### src/rtl/mul8_pkg.sv
package mul8_pkg;

   typedef enum logic [1:0] {
      SGN_UU  = 2'd0,
      SGN_SS  = 2'd1,
      SGN_SU  = 2'd2,
      SGN_RSV = 2'd3
   } sign_mode_e;

   // operand A is sign-extended for signed*signed and signed*unsigned
   function automatic logic ext_a_signed(input sign_mode_e m);
      return (m == SGN_SS) || (m == SGN_SU);
   endfunction

   function automatic logic ext_b_signed(input sign_mode_e m);
      return (m == SGN_SS);
   endfunction

endpackage

### src/rtl/mul8_extend.sv
module mul8_extend #(
   parameter int W = 8,
   localparam int WO = 2 * W
) (
   input  logic [W-1:0]  val,
   input  logic          sext,
   output logic [WO-1:0] ext
);
   generate
      if (W < 2) begin : g_bad_width
         $error("mul8_extend: W must be at least 2");
      end
   endgenerate

   always_comb begin
      ext = {{(WO-W){sext & val[W-1]}}, val};
   end
endmodule

### src/rtl/mul8_array.sv
module mul8_array #(
   parameter int W = 8,
   parameter int USE_SHIFT_ADD = 0,
   localparam int WP = 2 * W
) (
   input  logic [WP-1:0] x,
   input  logic [WP-1:0] y,
   output logic [WP-1:0] p
);
   // Operands arrive already extended to WP bits; the low WP bits of the
   // modular product are exact for every signedness combination.
   generate
      if (USE_SHIFT_ADD != 0 && USE_SHIFT_ADD != 1) begin : g_bad_opt
         $error("mul8_array: USE_SHIFT_ADD must be 0 or 1");
      end
      if (USE_SHIFT_ADD == 1) begin : g_shift_add
         logic [WP-1:0] pp [WP];
         for (genvar i = 0; i < WP; i++) begin : g_pp
            assign pp[i] = y[i] ? (x << i) : '0;
         end
         always_comb begin
            p = '0;
            for (int k = 0; k < WP; k++) begin
               p = p + pp[k];
            end
         end
      end else begin : g_operator
         assign p = x * y;
      end
   endgenerate
endmodule

### src/rtl/mul8_post.sv
module mul8_post #(
   parameter int W = 8,
   localparam int WP = 2 * W
) (
   input  logic [WP-1:0] raw,
   input  logic          frac,
   output logic [WP-1:0] res,
   output logic          c_out,
   output logic          z_out
);
   always_comb begin
      res   = frac ? {raw[WP-2:0], 1'b0} : raw;
      c_out = raw[WP-1];
      z_out = (res == '0);
   end
endmodule

### src/rtl/mul8_frac_unit.sv
module mul8_frac_unit #(
   parameter int W = 8,
   parameter int USE_SHIFT_ADD = 0,
   localparam int WP = 2 * W
) (
   input  logic          clk,
   input  logic          rst_n,
   input  logic          start,
   input  logic [2:0]    mode,
   input  logic [W-1:0]  op_a,
   input  logic [W-1:0]  op_b,
   output logic [WP-1:0] product,
   output logic          flag_c,
   output logic          flag_z,
   output logic          done
);
   import mul8_pkg::*;

   generate
      if (W < 2) begin : g_bad_width
         $error("mul8_frac_unit: W must be at least 2");
      end
   endgenerate

   // stage one: captured request
   logic [W-1:0] a_q, b_q;
   sign_mode_e   sgn_q;
   logic         frac_q;
   logic         s1_valid;

   always_ff @(posedge clk or negedge rst_n) begin
      if (!rst_n) begin
         a_q      <= '0;
         b_q      <= '0;
         sgn_q    <= SGN_UU;
         frac_q   <= 1'b0;
         s1_valid <= 1'b0;
      end else begin
         s1_valid <= start;
         if (start) begin
            a_q    <= op_a;
            b_q    <= op_b;
            sgn_q  <= sign_mode_e'(mode[1:0]);
            frac_q <= mode[2];
         end
      end
   end

   // stage two: extend, multiply, shift, flag
   logic [WP-1:0] a_ext, b_ext, raw_p, fin_p;
   logic          c_nxt, z_nxt;

   mul8_extend #(.W(W)) u_ext_a (
      .val(a_q), .sext(ext_a_signed(sgn_q)), .ext(a_ext)
   );
   mul8_extend #(.W(W)) u_ext_b (
      .val(b_q), .sext(ext_b_signed(sgn_q)), .ext(b_ext)
   );
   mul8_array #(.W(W), .USE_SHIFT_ADD(USE_SHIFT_ADD)) u_arr (
      .x(a_ext), .y(b_ext), .p(raw_p)
   );
   mul8_post #(.W(W)) u_post (
      .raw(raw_p), .frac(frac_q), .res(fin_p), .c_out(c_nxt), .z_out(z_nxt)
   );

   always_ff @(posedge clk or negedge rst_n) begin
      if (!rst_n) begin
         product <= '0;
         flag_c  <= 1'b0;
         flag_z  <= 1'b0;
         done    <= 1'b0;
      end else begin
         done <= s1_valid;
         if (s1_valid) begin
            product <= fin_p;
            flag_c  <= c_nxt;
            flag_z  <= z_nxt;
         end
      end
   end

   // completion strobe lands two edges after the request
   assert_done_latency_R7: assert property (@(posedge clk) disable iff (!rst_n)
      start |-> ##2 done);

   // outputs only move on a completion
   assert_hold_between_R8: assert property (@(posedge clk) disable iff (!rst_n)
      !done |-> ($stable(product) && $stable(flag_c) && $stable(flag_z)));

   // fractional results always have a zero LSB
   assert_frac_lsb_R4: assert property (@(posedge clk) disable iff (!rst_n)
      (done && $past(frac_q)) |-> (product[0] == 1'b0));

   // without the shift, carry mirrors the top product bit
   assert_carry_msb_R5: assert property (@(posedge clk) disable iff (!rst_n)
      (done && !$past(frac_q)) |-> (flag_c == product[WP-1]));

   assert_zero_flag_R6: assert property (@(posedge clk) disable iff (!rst_n)
      done |-> (flag_z == (product == '0)));
endmodule

### config.mk
export PLATFORM = sky130hd
export DESIGN_NAME = mul8_frac_unit
export DESIGN_NICKNAME = d
export VERILOG_FILES = /design/src/rtl/mul8_pkg.sv /design/src/rtl/mul8_extend.sv /design/src/rtl/mul8_array.sv /design/src/rtl/mul8_post.sv /design/src/rtl/mul8_frac_unit.sv
export SDC_FILE = /design/constraint.sdc
export NUM_CORES = 1
export LEC_CHECK = 0
export BUFFER_PORTS_ARGS = -buffer_cell sky130_fd_sc_hd__buf_2
export CAP_MARGIN = 20
export CORE_UTILIZATION = 25
export CTS_CLUSTER_DIAMETER = 200
export CTS_CLUSTER_SIZE = 10
export DETAILED_ROUTE_END_ITERATION = 8
export GPL_TIMING_DRIVEN = 1
export SLEW_MARGIN = 20
export SYNTH_ARGS = -nofsm -noshare
export SYNTH_HDL_FRONTEND = slang
export SYNTH_SLANG_ARGS = --single-unit
### constraint.sdc
create_clock -name clk -period 7.35 [get_ports clk]
set_input_delay 1.8375 -clock clk [delete_from_list [all_inputs] [get_ports clk]]
set_output_delay 1.8375 -clock clk [all_outputs]
set_load 0.01 [all_outputs]
-- Word level (Yosys, flattened, before mapping)
Index checks and enable logic that the tools add are counted.
- output and inout port bits: 19
- register bits: 39
- input port bits: 22
- eq/ne operators: 2
- multiplexer cells: 1
- reduce and logical (&&, ||, !) cells: 2
- bitwise operators: 2
- multiply operators: 1
- operator list (operator ; count):
    logical NOT 16 bit ; 1
    multiplier 9 x 9 -> 16 bit ; 1
    two-way mux 16 bit ; 1
    bitwise AND 1 bit ; 2
    == test 2 x 1 -> 1 bit (second input constant) ; 1
    == test 2 bit (second input constant) ; 1
    logical OR 1 bit ; 1

-- Depth between registers and ports, before layout
Gate-level depths: netlist (run 1).
- depth after elaboration: 6
- mapped depth: 21
- mapped depth without buffers: 21

-- Modules after synthesis
Synthesis (run 1) repeated with hierarchy kept, for this count alone.
- cell total of the unflattened synthesis: 614
- area, all modules: 6043.3 µm²
- modules (own cells, without submodules) (module ; area an instance (µm²) ; cells an instance ; instances):
    mul8_array ; 3987.6 ; 470 ; 1
    mul8_frac_unit ; 1550.2 ; 83 ; 1
    mul8_post ; 267.8 ; 29 ; 1
    mul8_extend ; 118.9 ; 16 ; 2

-- Worst setup path after synthesis (run 1)
OpenSTA, ideal clock, no wires.
- kind: flip-flop to flip-flop
- from: register b_q[7]
- to: register flag_z
- library setup time: 0.122 ns
- data required time: 7.228 ns
- arrival time: 5.045 ns
- cell stages (with the launch flop): 20
- slack: 2.183 ns
- clock period less this slack: 5.167 ns
- path buffers: 1
- cells stage by stage: dfrtp_1 > clkbuf_1 > nand2_1 > or2_2 > fa_1 > fa_1 > inv_1 > fa_1 > fa_1 > inv_1 > fa_1 > inv_1 > ha_1 > nand3_1 > o221ai_1 > a41oi_1 > xnor3_1 > nor2_2 > nor4_1 > a32o_1
- longest elaborated chain between the ends: 4
- RTL lines (element ; line ; text):
    from (decl) ; mul8_frac_unit.sv:26 ; logic [W-1:0] a_q, b_q;
    from (signal assigned) ; mul8_frac_unit.sv:42 ; b_q <= op_b;
    bitwise AND 1 bit ; mul8_extend.sv:16 ; ext = {{(WO-W){sext & val[W-1]}}, val};
    multiplier 9 x 9 -> 16 bit * ; mul8_array.sv:28 ; assign p = x * y;
    two-way mux 16 bit * ; mul8_post.sv:12 ; res = frac ? {raw[WP-2:0], 1'b0} : raw;
    logical NOT 16 bit * ; mul8_post.sv:14 ; z_out = (res == '0);
    to (signal assigned) ; mul8_frac_unit.sv:77 ; flag_z <= z_nxt;
    to (decl) ; mul8_frac_unit.sv:14 ; output logic flag_z,
Mark *: on every way between the ends. The rest lies on a longest branch, timed or not.
A chain may end at the register's enable or synchronous reset.

-- Worst setup path in the final report (run 1)
- from: register sgn_q[1]
- to: register flag_z
- longest elaborated chain between the ends: 6
- RTL lines (element ; line ; text):
    from (decl) ; mul8_frac_unit.sv:27 ; sign_mode_e sgn_q;
    from (signal assigned) ; mul8_frac_unit.sv:43 ; sgn_q <= sign_mode_e'(mode[1:0]);
    == test 2 x 1 -> 1 bit or == test 2 bit (tied branches) ; mul8_pkg.sv:12, mul8_pkg.sv:16 ;
    logical OR 1 bit ; mul8_pkg.sv:12 ; return (m == SGN_SS) || (m == SGN_SU);
    bitwise AND 1 bit ; mul8_extend.sv:16 ;
    multiplier 9 x 9 -> 16 bit * ; mul8_array.sv:28 ;
    two-way mux 16 bit * ; mul8_post.sv:12 ;
    logical NOT 16 bit * ; mul8_post.sv:14 ;
Marks and branches as above.

==> metrics.md, run 1 <==
| Metric | Value |
|---|---|
| Hold_ws | between 400 and 500 ps |
| Hold WC Path Type | reg -> reg |
| Placed inst area | 4780 um^2 |
| Fraction of layout instances using a drive strength above 1 | 0.154 |
| Routed len/inst | 12.6 um |
| Max-slew violation count | 0 |
| Peak supply drop | approximately 300 uV |
| Sequential cell area fraction in the yosys report | 0.223 |
| Synth unique cells | 40 |
| Setup tns final | 0 ps |
| Core footprint | 17,200 um^2 |
| EDFF count, synth | 0 |
| Int Power | between 1 and 1.5 mW |
| Worst setup margin | between 1500 and 2000 ps |
| Met2 Usage GRT | 0.169 |
| Root Buffer | clkbuf_16 |
| Drt initial violations | just over 80 |
| Final Hold Vio Count | 0 |
| Clock share of power | 0.125 |
| CTS tree | done |
| Maxcap violations | 0 |
| Clock-pin slew on the worst setup and hold paths | about 60 ps |
| Mapped Cells | approximately 450 |
| # resized after CTS | 0 |
| RSZ-0062 raised after global routing | no |
| Met1 GRT Util | 0.151 |
| Grt ovf | 0 |
| Combinational share of power | 0.732 |
| Reg-to-reg endpoint | flag_z$_DFFE_PN0P_ |
| Hold Crit Start | product[14]$_DFFE_PN0P_ |
| Max clock buf depth | 2 |
| Router iterations before antenna repair | 4 |
| Global-route wire length before repair | between 15,000 and 20,000 um |
| IO Count | just over 40 |
| Switching share of power | 0.468 |
| Clk sinks | 39 |
| Setup violators final | 0 |
| Worst setup path start | sgn_q[1]$_DFFE_PN0P_ |
| Final GP Congestion | approximately 0.8 |
| Synth area leaders | fa_1, dfrtp_1, ha_1 |
| Die Span Y | ~130 um |
| Post-route DRC | 0 |
| Clk Latency, worst-skew pair | 290 ps |
| Post-DRT Antenna Nets | 0 |
| Die width | roughly 130 um |
| Cell Rows | between 40 and 50 |
| Slowest library cell on the worst path | fa_1 |
| DRT Wirelength | 8900 um |
| Port bufs | 40 |
| CTS Buf Count | 5 |
| Max Clk Rate | approximately 180 MHz |
| Crit path kind | reg -> reg |
| Slowest stage delay, CP | between 500 and 600 ps |
| Initial Util | 0.254 |
| Hold endpoint | product[14]$_DFFE_PN0P_ |
| Worst setup SP type | flip-flop |
| Total design power | between 2 and 2.5 mW |
| Synth warn | 0 |
| Fin crit period | 5520 ps |
| Pwr dens | 463 nW/um^2 |
| Cell accounting for the most synthesized area | fa_1 |
| Critical Path End Type | flip-flop |
| Post-CTS Repair Setup Buffers | 0 |
| Finished Cell Area | 4970 um^2 |
| Leakage power | around 2.5 nW |
| Most used DFF post-synth | dfrtp_1 |
| Worst Hold Depth | 2 |
| Synth top area share | 0.288 |
| Worst-Margin Slew | around 940 ps |
| Met3 GRT Util | 0.0227 |
| CP most frequent cell | fa_1 |
| Diodes inserted | 0 |
| Worst-path cell chain | inv_1, ha_1, nand2_1, or2_2, fa_1, fa_1, inv_1, fa_1, fa_1, inv_1, fa_1, inv_1, ha_1, o21ai_0, nor2_1, o21ai_0, a211oi_1, xor2_1, nor4_1, a32o_1 |
| Top Usage Layer GRT | met2 |
| Reg2reg setup slack | ~1800 ps |
| Synth Cell Area | about 4400 um^2 |
| Status | completed |
| FFs w/ async S/R, synth | 1.00 |
| Relative slew margins | 0.373 |
| Setup WS pre-CTS | around 1900 ps |
| Cells on worst reg2reg path | 20 |
| Worst Path Max Fanout | 8 |
| Number of global-route vias before repair | 3,160 |
| CP Data Required Time | 7580 ps |
| DR vias | roughly 3,000 |
| Syn_nets | 571 |
| Reg power frac | 0.142 |
| Die area | roughly 18,000 um^2 |
| Area growth from synthesis to layout | 13.3% |
| Arr. time, crit path | about 5800 ps |
| Post-CTS Hold Fix Bufs | 0 |
| Max Clock Skew | 5.35 ps |
| Switch Pwr | around 1.1 mW |
| Post-synthesis sequential element count | 39 |
| Htree depth | 2 |
| Period utilization | 0.751 |
| Initial antenna violation count | 0 |
| Synthesized area per cell | between 9 and 10 um^2 |
| HPWL after DPL | approximately 7000 um |
| Post-DR vias/cell | 4.24 |
| GRT Total Usage | 0.107 |
| Reg-to-Reg Start | sgn_q[1]$_DFFE_PN0P_ |
| Fin nets | 598 |
| Largest net degree at the start of global routing | 40 |
[stage by stage]
step                instances   util
floorplan                 452      -
global placement          697  0.277
detailed placement        697  0.277
CTS                       705  0.288
global route              705  0.288
finish                    705  0.288
[power by group through the flow]
stage / combinational (mW) / clock, mW / sequential, mW
3_3_place_gp: 1.70 / 0 / 0.331
3_5_place_dp: 1.71 / 0 / 0.330
6_report: 1.68 / 0.288 / 0.327
5_1_grt: 1.94 / 0.301 / 0.336
4_1_cts: 1.72 / 0.293 / 0.327
2_1_floorplan: 1.36 / 0 / 0.321
[critical path, delay by kind of cell (launching register included)]
kind                     cells  cell delay, ps
flip-flops                   1             360
adder cells (fa/ha/maj)      7            3010
XOR/XNOR                     1             140
AO/OA/AOI/OAI                4             730
buffers and inverters        4             230
AND/OR/NAND/NOR              4            1010
[state kept, by name, summed over array words and instances, names as in the netlist]
register,count
flag_c,1
done,1
a_q,8
s1_valid,1
frac_q,1
b_q,8
product,16
flag_z,1
sgn_q,2
[synthesized netlist by cell type (5+ instances only)]
cell / n
dfrtp_1: 39
ha_1: 34
a21oi_1: 17
xnor2_1: 11
and2_2: 5
mux2_2: 17
o21ai_0: 9
mux2i_1: 11
nor3_1: 6
nor2_1: 24
and2_1: 29
clkbuf_1: 16
inv_1: 87
nand2_1: 45
fa_1: 63
[logic make-up (layout without fill, tap and decap cells)]
family,after synthesis,after routing,share of synthesized area
simple gates,124,124,0.139
flops,39,39,0.223
mux,28,28,0.0688
fa+ha+maj,97,97,0.385
compound gates,41,41,0.0562
buf+inv,108,136,0.0959
xor+xnor,15,15,0.0331
[per-layer routing]
| layer | vias up | wire [um] |
|---|---|---|
| li1 | 1450 | - |
| met1 | 1493 | 4360 |
| met2 | 39 | 4180 |
| met3 | 6 | 295 |
| met4 | 0 | 64 |
| met5 | - | 0 |
[layout by cell type (no fill, tap or decap), drive strengths merged, types with 2 or more instances in the layout]
| master | netlist | routed |
|---|---|---|
| nor4 | 2 | 2 |
| mux2i | 11 | 11 |
| clkbuf | 16 | 6 |
| ha | 34 | 34 |
| nor2b | 3 | 3 |
| nand3 | 2 | 2 |
| o21ai | 9 | 9 |
| o31ai | 2 | 2 |
| mux2 | 17 | 17 |
| and2 | 34 | 34 |
| or2 | 3 | 3 |
| bufinv | 0 | 2 |
| nand2 | 45 | 45 |
| a21o | 3 | 3 |
| a21oi | 17 | 17 |
| xnor2 | 11 | 11 |
| nor3 | 6 | 6 |
| xor2 | 3 | 3 |
| inv | 87 | 87 |
| dfrtp | 39 | 39 |
| fa | 63 | 63 |
| a211oi | 3 | 3 |
| nor2 | 25 | 25 |
| buf | 5 | 41 |
[worst max path at each step]
stage | endpoint | slack [ps] | cells past startpoint
after CTS | flag_z$_DFFE_PN0P_ | 1790 | 20
after global routing | flag_z$_DFFE_PN0P_ | 1450 | 20
after floorplan | flag_z$_DFFE_PN0P_ | 2180 | 19
after detailed placement | flag_z$_DFFE_PN0P_ | 1860 | 20
final | flag_z$_DFFE_PN0P_ | 1830 | 20
after global placement | flag_z$_DFFE_PN0P_ | 1910 | 20
[final cells by class]
type	count	area [um^2]
fill	1817	12300
multi-input combinational	305	2990
sequential	39	976
inverter	87	327
tap	225	282
timing repair buffer	41	208
clock buffer	6	129
clock inverter	2	60.1
(Power assumes the default switching activity.)
==> inputs of run 2 (changes only) <==
==> constraint.sdc (replaced) <==
create_clock -name clk -period 5.4 [get_ports clk]
set_input_delay 1.35 -clock clk [delete_from_list [all_inputs] [get_ports clk]]
set_output_delay 1.35 -clock clk [all_outputs]
set_load 0.01 [all_outputs]
==> run 2 against run 1 <==
Global-route usage increased by 0.47 points. Wire length rose by 4.2%. Final area rose by 3.8%. Die area stayed put. Largest cell class unchanged. Critical endpoint unchanged.
==> metrics.md, run 2 (same netlist as run 1, synthesis figures left out) <==
| Metric | Value |
|---|---|
| Max Clock Skew | 2.22 ps (-3.13 ps) |
| Cell Rows | 48 (unchanged) |
| Slowest stage delay, CP | 540 ps (about the same) |
| Grt ovf | 0 (unchanged) |
| Critical Path End Type | flip-flop |
| Switching share of power | 0.473 (+0.00567) |
| Clock share of power | 0.120 (-0.005) |
| Status | completed |
| Fraction of layout instances using a drive strength above 1 | 0.210 (+0.0555) |
| Initial Util | 0.254 (unchanged) |
| IO Count | 41 (unchanged) |
| Max clock buf depth | 2 (unchanged) |
| Worst setup path start | sgn_q[0]$_DFFE_PN0P_ |
| Area growth from synthesis to layout | 17.6% |
| Max Clk Rate | 193 MHz (+6.5%) |
| Fin crit period | 5180 ps (-338 ps) |
| Relative slew margins | 0.386 (+0.0132) |
| Number of global-route vias before repair | 3,095 (-2.1%) |
| Core footprint | 17,200 um^2 (unchanged) |
| Largest register FFs | 16 (unchanged) |
| Clk sinks | 39 (unchanged) |
| Worst Path Max Fanout | 4 (-4) |
| Drt initial violations | 94 (+15%) |
| Slowest library cell on the worst path | fa_1 |
| Htree depth | 2 (unchanged) |
| Die area | 18,100 um^2 (unchanged) |
| Post-DR vias/cell | 4.20 (-0.81%) |
| Biggest register | product |
| Period utilization | 0.960 (+0.209) |
| Routed len/inst | 12.9 um (+1.9%) |
| GRT Total Usage | 0.111 (+0.00471) |
| Arr. time, crit path | 5360 ps (-390 ps) |
| CTS Buf Count | 5 (unchanged) |
| Clock-pin slew on the worst setup and hold paths | 60 ps (about the same) |
| HPWL after DPL | 7550 um (+5.0%) |
| Int Power | 1.73 mW (+42%) |
| CTS tree | done |
| Hold Crit Start | product[14]$_DFFE_PN0P_ |
| Placed Cells | 712 (+2.2%) |
| FILL cells | 1,792 (-1.4%) |
| Largest registers | product x16, a_q x8, b_q x8 |
| Finished Layout Cells | 721 (+2.3%) |
| Peak supply drop | 331 uV (+13%) |
| CP most frequent cell | fa_1 |
| Final GP Congestion | 0.773 (-3.6%) |
| Hold WC Path Type | reg -> reg |
| Fin nets | 614 (+2.7%) |
| Most frequent cells in the layout | inv_1, fa_1, nand2_1 |
| Die Span Y | 134 um (unchanged) |
| Switch Pwr | 1.56 mW (+45%) |
| CP Data Required Time | 5580 ps (-2000 ps) |
| Root Buffer | clkbuf_16 |
| Worst-path cell chain | ha_4, nor2b_4, nand2_2, fa_1, inv_1, fa_1, fa_1, fa_1, inv_1, fa_1, inv_1, ha_4, o21ai_0, nor2_1, o21ai_2, a211oi_2, xor2_1, nor4_2, a32o_1 |
| Reg-to-Reg Start | sgn_q[0]$_DFFE_PN0P_ |
| Leakage power | 2.57 nW (+3.2%) |
| Router iterations before antenna repair | 4 (unchanged) |
| Largest net degree at the start of global routing | 40 (unchanged) |
| Diodes inserted | 0 (unchanged) |
| Post-route DRC | 0 (unchanged) |
| Setup violators final | 0 (unchanged) |
| Most common cell after layout, fill and taps aside | inv_1 |
| Combinational share of power | 0.750 (+0.018) |
| Maxcap violations | 0 (unchanged) |
| Global-route wire length before repair | 15,500 um (+1.4%) |
| Reg power frac | 0.130 (-0.012) |
| DRT Wirelength | 9280 um (+4.2%) |
| Initial antenna violation count | 0 (unchanged) |
| Final Hold Vio Count | 0 (unchanged) |
| Max-slew violation count | 0 (unchanged) |
| Clk Latency, worst-skew pair | 290 ps (about the same) |
| DR vias | 3,031 (+1.4%) |
| Post-CTS Hold Fix Bufs | 0 (unchanged) |
| Port bufs | 40 (unchanged) |
| Crit path kind | reg -> reg |
| Die width | 134 um (unchanged) |
| Worst-Margin Slew | 921 ps (-19.9 ps) |
| Post-DRT Antenna Nets | 0 (unchanged) |
| Total design power | 3.29 mW (+43%) |
| Pwr dens | 638 nW/um^2 (+38%) |
| Worst setup SP type | flip-flop |
-- run 2: changes by cell type in the layout (fill, tap and decap cells not counted), moves of 2 or more --
cell     before  now
inv_1        87   85
o21ai_1       0    2
o21ai_0       9    6
dfrtp_1      39   37
ha_1         34   32
dfrtp_2       0    2
a21oi_2       0    2
a21oi_1      17   15
inv_2         0    2
buf_4         1   17
ha_4          0    2
-- run 2: final timing paths --
kind | end | slack, ps | cells after the start
hold reg to reg | product[14]$_DFFE_PN0P_ | 490 | 2
max in group asynchronous | b_q[2]$_DFFE_PN0P_ | 3570 | 1
setup / recovery | flag_z$_DFFE_PN0P_ | 220 | 19
hold / removal | product[14]$_DFFE_PN0P_ | 490 | 2
setup reg to reg | flag_z$_DFFE_PN0P_ | 220 | 19
min in group asynchronous | product[13]$_DFFE_PN0P_ | 1200 | 1
-- run 2: timing repair --
action | 4_1_cts | 5_1_grt
buffers inserted | 0 | 1
gates resized for setup | 0 | 18
endpoints found under the setup margin | 0 | 7
-- run 2: stage by stage --
stage / setup slack [ps] / area, um^2 / hold slack, ps / setup TNS (ps) / util
CTS: 23.9 / 5080 / 488 / 0 / 0.295
global route: -25.1 / 5150 / 520 / -33.9 / 0.299
finish: 216 / 5150 / 486 / 0 / 0.299
global placement: 131 / 4890 / 482 / 0 / 0.284
detailed placement: 46.5 / 4890 / 473 / 0 / 0.284
floorplan: 233 / 4380 / 374 / 0 / -
-- run 2: power by group through the flow --
stage / clock (mW) / combinational [mW] / sequential, mW
after floorplan: 0 / 1.85 / 0.438
after global placement: 0 / 2.34 / 0.432
after detailed placement: 0 / 2.35 / 0.431
after CTS: 0.404 / 2.38 / 0.427
after global routing: 0.418 / 2.81 / 0.437
final: 0.395 / 2.47 / 0.427
-- run 2: layout make-up --
cell class              instances  area, um^2  share of cell area
well taps                     225         282              0.0546
inverters                      87         327              0.0633
clock buffers                   6         129              0.0250
repair buffers                 57         328              0.0636
multi-input cells             305        3050               0.592
flip-flops and latches         39         978               0.190
clock inverters                 2        60.1              0.0117
-- run 2: worst max-delay path: cells and delay by family, from the launching register on --
family,cells,cell delay (ps)
adder cells (fa/ha/maj),7,3070
AO/OA/AOI/OAI,4,670
AND/OR/NAND/NOR,4,490
flip-flops,1,410
XOR/XNOR,1,280
buffers and inverters,3,160
-- run 2: layer usage --
metal / wire, um / up-vias / track usage
li1: - / 1484 / -
met5: 0 / - / 0
met4: 129 / 0 / 0.0293
met3: 251 / 10 / 0.0219
met2: 4340 / 38 / 0.172
met1: 4560 / 1499 / 0.158
